## config.mk

```make
export PLATFORM = sky130hd
export DESIGN_NAME = sio_cfg_port
export DESIGN_NICKNAME = d
export VERILOG_FILES = /design/src/rtl/sio_pkg.sv /design/src/rtl/sio_rst_sync.sv /design/src/rtl/sio_key_unlock.sv /design/src/rtl/sio_cfg_regs.sv /design/src/rtl/sio_cfg_port.sv
export SDC_FILE = /design/constraint.sdc
export NUM_CORES = 1
export LEC_CHECK = 0
export ABC_AREA = 0
export CAP_MARGIN = 20
export CORE_MARGIN = 5
export CORE_UTILIZATION = 50
export CTS_CLUSTER_DIAMETER = 80
export CTS_CLUSTER_SIZE = 16
export DETAILED_ROUTE_END_ITERATION = 10
export DONT_BUFFER_PORTS = 1
export PLACE_DENSITY = 0.66
export SLEW_MARGIN = 10
export SYNTH_ARGS = -nofsm -noshare
export SYNTH_HDL_FRONTEND = slang
export SYNTH_SLANG_ARGS = --single-unit
export TNS_END_PERCENT = 20
```

## constraint.sdc

```tcl
create_clock -name clk -period 6.1 [get_ports clk]
set_clock_uncertainty 0.2 [all_clocks]
set_input_delay 1.22 -clock clk [delete_from_list [all_inputs] [get_ports clk]]
set_output_delay 1.22 -clock clk [all_outputs]
set_load 0.05 [all_outputs]
```

## src/rtl/sio_pkg.sv

```systemverilog
package sio_pkg;
  localparam int KEY_LEN = 4;
  localparam logic [7:0] KEY_SEQ [KEY_LEN] = '{8'h87, 8'h01, 8'h55, 8'h55};

  localparam logic [7:0] IDX_LOCK   = 8'h02;
  localparam logic [7:0] LOCK_CODE  = 8'h02;
  localparam logic [7:0] IDX_LDN    = 8'h07;
  localparam logic [7:0] IDX_ID_HI  = 8'h20;
  localparam logic [7:0] IDX_ID_LO  = 8'h21;
  localparam logic [7:0] IDX_REV    = 8'h22;
  localparam logic [7:0] IDX_DEV_LO = 8'h30;
  localparam logic [7:0] READ_IDLE  = 8'hFF;
endpackage

```

## src/rtl/sio_rst_sync.sv

```systemverilog
module sio_rst_sync #(
  parameter int STAGES = 2
) (
  input  logic clk,
  input  logic rst_n,
  output logic rst_sync_n
);
  logic [STAGES-1:0] chain_q;
  logic [STAGES-1:0] chain_d;

  always_comb chain_d = {chain_q[STAGES-2:0], 1'b1};

  always_ff @(posedge clk or negedge rst_n) begin
    if (!rst_n) chain_q <= '0;
    else        chain_q <= chain_d;
  end

  assign rst_sync_n = chain_q[STAGES-1];
endmodule

```

## src/rtl/sio_key_unlock.sv

```systemverilog
module sio_key_unlock
  import sio_pkg::*;
(
  input  logic       clk,
  input  logic       rst_n,
  input  logic       idx_wr,
  input  logic [7:0] wdata,
  input  logic       lock_req,
  output logic       unlocked
);
  localparam int SW = (KEY_LEN > 2) ? $clog2(KEY_LEN) : 1;
  localparam logic [SW-1:0] LAST = SW'(KEY_LEN - 1);

  logic [KEY_LEN-1:0] key_hit;
  logic [SW-1:0]      step_q, step_d;
  logic               unl_q, unl_d;

  for (genvar k = 0; k < KEY_LEN; k++) begin : g_hit
    assign key_hit[k] = (wdata == KEY_SEQ[k]);
  end

  always_comb begin
    step_d = step_q;
    unl_d  = unl_q;
    if (unl_q) begin
      if (lock_req) begin
        unl_d  = 1'b0;
        step_d = '0;
      end
    end else if (idx_wr) begin
      if (key_hit[step_q]) begin
        if (step_q == LAST) begin
          unl_d  = 1'b1;
          step_d = '0;
        end else begin
          step_d = step_q + SW'(1);
        end
      end else begin
        step_d = key_hit[0] ? SW'(1) : '0;
      end
    end
  end

  always_ff @(posedge clk or negedge rst_n) begin
    if (!rst_n) begin
      step_q <= '0;
      unl_q  <= 1'b0;
    end else begin
      step_q <= step_d;
      unl_q  <= unl_d;
    end
  end

  assign unlocked = unl_q;

  a_r2_open_after_last_byte: assert property (@(posedge clk) disable iff (!rst_n)
    $rose(unl_q) |-> $past(idx_wr && wdata == KEY_SEQ[KEY_LEN-1]));
  a_r9_close_on_request: assert property (@(posedge clk) disable iff (!rst_n)
    $fell(unl_q) |-> $past(lock_req));
  a_r3_step_idle_when_open: assert property (@(posedge clk) disable iff (!rst_n)
    unl_q |-> step_q == '0);
endmodule

```

## src/rtl/sio_cfg_regs.sv

```systemverilog
module sio_cfg_regs
  import sio_pkg::*;
#(
  parameter logic [15:0] CHIP_ID  = 16'h8728,
  parameter logic [3:0]  CHIP_REV = 4'h1
) (
  input  logic       clk,
  input  logic       rst_n,
  input  logic       unlocked,
  input  logic       idx_wr,
  input  logic       dat_wr,
  input  logic       dat_rd,
  input  logic [7:0] wdata,
  input  logic [7:0] dev_rdata,
  output logic [7:0] idx,
  output logic [7:0] cfg_rdata,
  output logic       lock_req,
  output logic [7:0] ldn,
  output logic       dev_wr,
  output logic       dev_rd
);
  logic [7:0] idx_q, idx_d;
  logic [7:0] ldn_q, ldn_d;
  logic       idx_en, ldn_en, dev_space;

  assign dev_space = (idx_q >= IDX_DEV_LO);
  assign idx_en    = idx_wr && unlocked;
  assign ldn_en    = dat_wr && unlocked && (idx_q == IDX_LDN);
  assign lock_req  = dat_wr && unlocked && (idx_q == IDX_LOCK) && (wdata == LOCK_CODE);
  assign dev_wr    = dat_wr && unlocked && dev_space;
  assign dev_rd    = dat_rd && unlocked && dev_space;

  always_comb begin
    idx_d = idx_en ? wdata : idx_q;
    ldn_d = ldn_en ? wdata : ldn_q;
  end

  always_ff @(posedge clk or negedge rst_n) begin
    if (!rst_n) begin
      idx_q <= '0;
      ldn_q <= '0;
    end else begin
      idx_q <= idx_d;
      ldn_q <= ldn_d;
    end
  end

  always_comb begin
    unique case (idx_q)
      IDX_LDN:   cfg_rdata = ldn_q;
      IDX_ID_HI: cfg_rdata = CHIP_ID[15:8];
      IDX_ID_LO: cfg_rdata = CHIP_ID[7:0];
      IDX_REV:   cfg_rdata = {4'h0, CHIP_REV};
      default:   cfg_rdata = dev_space ? dev_rdata : 8'h00;
    endcase
  end

  assign idx = idx_q;
  assign ldn = ldn_q;

  a_r6_ldn_changes_on_write: assert property (@(posedge clk) disable iff (!rst_n)
    !$stable(ldn_q) |-> $past(dat_wr && unlocked && idx_q == IDX_LDN));
  a_r5_idx_frozen_when_locked: assert property (@(posedge clk) disable iff (!rst_n)
    !unlocked && $past(!unlocked) |-> $stable(idx_q));
endmodule

```

## src/rtl/sio_cfg_port.sv

```systemverilog
module sio_cfg_port
  import sio_pkg::*;
#(
  parameter int          ADDR_W   = 16,
  parameter logic [15:0] IDX_PORT = 16'h002E,
  parameter logic [15:0] DAT_PORT = 16'h002F,
  parameter logic [15:0] CHIP_ID  = 16'h8728,
  parameter logic [3:0]  CHIP_REV = 4'h1
) (
  input  logic              clk,
  input  logic              rst_n,
  input  logic [ADDR_W-1:0] io_addr,
  input  logic              io_wr,
  input  logic              io_rd,
  input  logic [7:0]        io_wdata,
  output logic [7:0]        io_rdata,
  output logic [7:0]        dev_sel,
  output logic [7:0]        dev_addr,
  output logic [7:0]        dev_wdata,
  output logic              dev_wr,
  output logic              dev_rd,
  input  logic [7:0]        dev_rdata
);
  logic       rst_sync_n;
  logic       idx_hit, dat_hit;
  logic       unlocked, lock_req;
  logic [7:0] idx, cfg_rdata;

  assign idx_hit = (io_addr == ADDR_W'(IDX_PORT));
  assign dat_hit = (io_addr == ADDR_W'(DAT_PORT));

  sio_rst_sync #(.STAGES(2)) u_rst (
    .clk        (clk),
    .rst_n      (rst_n),
    .rst_sync_n (rst_sync_n)
  );

  sio_key_unlock u_key (
    .clk      (clk),
    .rst_n    (rst_sync_n),
    .idx_wr   (io_wr && idx_hit),
    .wdata    (io_wdata),
    .lock_req (lock_req),
    .unlocked (unlocked)
  );

  sio_cfg_regs #(.CHIP_ID(CHIP_ID), .CHIP_REV(CHIP_REV)) u_regs (
    .clk       (clk),
    .rst_n     (rst_sync_n),
    .unlocked  (unlocked),
    .idx_wr    (io_wr && idx_hit),
    .dat_wr    (io_wr && dat_hit),
    .dat_rd    (io_rd && dat_hit),
    .wdata     (io_wdata),
    .dev_rdata (dev_rdata),
    .idx       (idx),
    .cfg_rdata (cfg_rdata),
    .lock_req  (lock_req),
    .ldn       (dev_sel),
    .dev_wr    (dev_wr),
    .dev_rd    (dev_rd)
  );

  assign dev_addr  = idx;
  assign dev_wdata = io_wdata;

  always_comb begin
    io_rdata = 8'h00;
    if (io_rd) begin
      if (idx_hit)      io_rdata = unlocked ? idx : READ_IDLE;
      else if (dat_hit) io_rdata = unlocked ? cfg_rdata : READ_IDLE;
    end
  end

  a_r4_locked_read_idle: assert property (@(posedge clk) disable iff (!rst_sync_n)
    (io_rd && dat_hit && !unlocked) |-> io_rdata == READ_IDLE);
  a_r10_strobes_need_open: assert property (@(posedge clk) disable iff (!rst_sync_n)
    (dev_wr || dev_rd) |-> unlocked && dat_hit);
  a_r13_foreign_addr_quiet: assert property (@(posedge clk) disable iff (!rst_sync_n)
    (!idx_hit && !dat_hit) |-> io_rdata == 8'h00 && !dev_wr && !dev_rd);
endmodule

```

==> impl_metrics.csv <==
group,metric,value,unit
clock_network,numCtsBuffers,3,
final_layout,final_cells,176,
timing,period_share,81.6,%
critical_path,worstReg2RegEnd,"u_regs.ldn[2]",
pwr,p_clk_share,30.3,%
final_layout,fillerInstances,249,
route,vias,1198,
global_routing,grt_overflow_total,0,
critical_path,r2r_setup_slack,2.86,ns
critical_path,arrival,3.56,ns
floorplanning,initial_core_util,51.7,%
synth,synth.avg_cell_area,9.68,um2
timing,fmax,201,MHz
synth,yosysUniqueCellTypes,47,
route,postRouteWirelength,3500,um
pwr,power.leakage,0.638,nW
critical_path,start_kind,"input pin",
floorplanning,io_pins,70,
synth,yosysWarnings,0,
critical_path,cp_data_required_time,4.68,ns
final_layout,nNetsFinal,183,
timing,hold_viol,0,
critical_path,slowest_delay,0.68,ns
placed_design,dpl.hpwl,2840,um
pwr,p_per_area,145,nW/um2
final_layout,drive_gt1_share,22.8,%
route,via_per_inst,6.81,
critical_path,path_cells,"or4bb_2, or4b_1, a21boi_0, nor3b_2, buf_4",
min_path,hold_path_class,"reg2async",
critical_path,cp-end-kind,"output port",
critical_path,worstReg2RegStart,"u_regs.idx[7]",
pwr,seqPwrFrac,67.3,%
timing,setup_viol,0,
timing,tightest_slew,0.798,ns
clock_network,cts_hold_buf,0,
pwr,ir_drop,0.000136,V
status,status,"completed",
floorplanning,dieArea,3990,um2
timing,period_minus_slack,4.98,ns
route,drt_iter0_drc,63,
pwr,switchingPower,0.0000438,W
floorplanning,die_w,63.2,um
clock_network,clk_path_buf_depth,2,
critical_path,startpoint,"io_addr[14]",
critical_path,crit_family,"simple AND/OR/NAND/NOR gates",
job,drv_cap,0,
final_layout,area_delta_synth_final,3.10,%
critical_path,path_max_fanout,7,
clock_network,path_clk_slew,0.11,ns
timing,slew_headroom,46.3,%
synth,synth_fp_nets,183,
route,first_pass_iters,4,
clock_network,cts_tree,"yes",
critical_path,ff2ff_path_depth,5,
floorplanning,num_rows,19,
critical_path,crit_type,"in2out",
clock_network,cts_setup_buffers,0,
synth,synth_flop_cell,"dfrtp_1",
critical_path,worst_path_max_delay_cell,"or4b_1",
clock_network,cts-resized-gates,0,
timing,grt_setup_unrepaired,"no",
synth,async_flop_share,100,%
global_routing,grt_first_pass_wirelength,5780,um
placed_design,dp_cells,172,
global_routing,grt_max_degree,20,
route,antenna_left,0,
placed_design,gp_congestion,0.873,
synth,ys_ff_latch,21,
synth,synthCells,146,
clock_network,htree_num_levels,1,
clock_network,root_buffer,"clkbuf_4",
placed_design,io_buffers,0,
route,drc_errors,0,
synth,synthesis.area,1410,um2
final_layout,design_area,1460,um2
critical_path,path_depth,5,
global_routing,grt_usage,17.5,%
pwr,p_sw_share,20.7,%
global_routing,antenna_found_initial,0,
timing,slew_viol_final,0,
synth,ys_seq_area_share,37.2,%
global_routing,first_global_vias,1190,
timing,tns,0,ns
placed_design,place_area,1430,um2
synth,synth_edf_count,0,
floorplanning,die_height,63.2,um
route,wl_per_cell,19.9,um
final_layout,antenna-diode-count,0,
pwr,combPwrFrac,2.5,%
clock_network,cts_sinks,21,
floorplanning,core_area,2730,um2
pwr,p_int,0.000168,W
critical_path,crit_buf_inv,1,
clock_network,clock_latency,0.30,ns
per-layer routing:
metal  wire length (um)  GRT usage, %  up-vias
met5                  0             0        -
met3                258          6.39        6
met4                 56          4.77        0
met2               1860          31.4       45
li1                   -             -      556
met1               1320          19.2      591
area by class of cell:
| class | count | area, um2 | area share [%] |
|---|---|---|---|
| clock buffer | 3 | 22.5 | 1.55 |
| inverter | 5 | 18.8 | 1.29 |
| multi-input combinational | 110 | 808 | 55.5 |
| tap | 31 | 38.8 | 2.66 |
| sequential | 21 | 526 | 36.1 |
| timing repair buffer | 5 | 37.5 | 2.58 |
| clock inverter | 1 | 5.00 | 0.344 |
flip-flops by register name (all words and copies together), names as in the netlist:
| name | flops |
|---|---|
| u_key.step_q | 2 |
| u_key.unlocked | 1 |
| u_regs.idx | 8 |
| u_rst.chain_q | 2 |
| u_regs.ldn | 8 |
cells in the final DEF, fill, tap and decap left out, types with 3 or more instances in the layout:
master | synthesis | routed
mux2_2 | 14 | 14
or3_1 | 4 | 4
a21o_1 | 3 | 3
dfrtp_1 | 21 | 21
inv_1 | 5 | 5
nand3_1 | 4 | 4
a21oi_1 | 6 | 6
o21ai_0 | 5 | 5
clkbuf_4 | 0 | 3
buf_4 | 8 | 5
a221oi_1 | 4 | 4
nand2_1 | 13 | 13
nor2_1 | 11 | 11
nor3b_2 | 0 | 3
nor4_1 | 3 | 3
worst max-delay path by stage:
| stage | end |
|---|---|
| after global routing | io_rdata[1] |
| after global placement | io_rdata[5] |
| after CTS | io_rdata[1] |
| final | io_rdata[1] |
| after detailed placement | io_rdata[1] |
| after floorplan | io_rdata[1] |
per-stage QoR:
| step | utilization [%] | total power (W) | setup slack, ns | hold slack, ns |
|---|---|---|---|---|
| 3_3_place_gp | 52.3 | 0.000150 | 1.20 | 0.131 |
| 5_1_grt | 53.3 | 0.000225 | 1.05 | 0.184 |
| 3_5_place_dp | 52.3 | 0.000150 | 1.15 | 0.138 |
| 6_report | 53.3 | 0.000211 | 1.12 | 0.123 |
| 2_1_floorplan | - | 0.000163 | 0.661 | 0.0401 |
| 4_1_cts | 53.3 | 0.000215 | 1.14 | 0.149 |
worst register-to-register path, cell delays in order (launching register included):
cell and delay (ns):
dfrtp_1 0.64, or3_1 0.52, nor4_2 0.73, inv_1 0.19, nor3_4 0.47, mux2_2 0.40
Yosys cell counts, types with 2 or more instances:
master / number / share of area (%)
a21o_1: 3 / 1.6
a21oi_1: 6 / 2.1
a221oi_1: 4 / 2.5
a22o_1: 2 / 1.2
buf_4: 8 / 4.3
dfrtp_1: 21 / 37
inv_1: 5 / 1.3
mux2_2: 14 / 11
nand2_1: 13 / 3.5
nand3_1: 4 / 1.4
nor2_1: 11 / 2.9
nor3_1: 2 / 0.71
nor3b_1: 4 / 2.1
nor4_1: 3 / 1.3
o211ai_1: 2 / 1.1
o21a_1: 2 / 1.1
o21ai_0: 5 / 1.8
o221a_2: 2 / 1.6
o22ai_1: 2 / 0.89
o31a_1: 2 / 1.2
or3_1: 4 / 1.8
or4_1: 2 / 1.1
power groups by stage:
stage	clock network [W]	logic, W	registers, W
floorplan	0	0.0000190	0.000144
global placement	0	0.00000520	0.000145
detailed placement	0	0.00000525	0.000145
CTS	0.0000672	0.00000525	0.000142
global route	0.0000766	0.00000576	0.000143
finish	0.0000640	0.00000525	0.000142
cells by family (layout without fill, tap and decap cells):
group,Yosys count,in the layout,synth area share [%]
AOI/OAI and AO/OA,36,36,18.7
adders and majority gates,1,1,0.886
buffers and inverters,15,14,6.64
DFF,21,21,37.2
muxes,14,14,11.2
other,1,1,0.265
and+or+nand+nor,58,58,25.2
(Power assumes the default switching activity.)
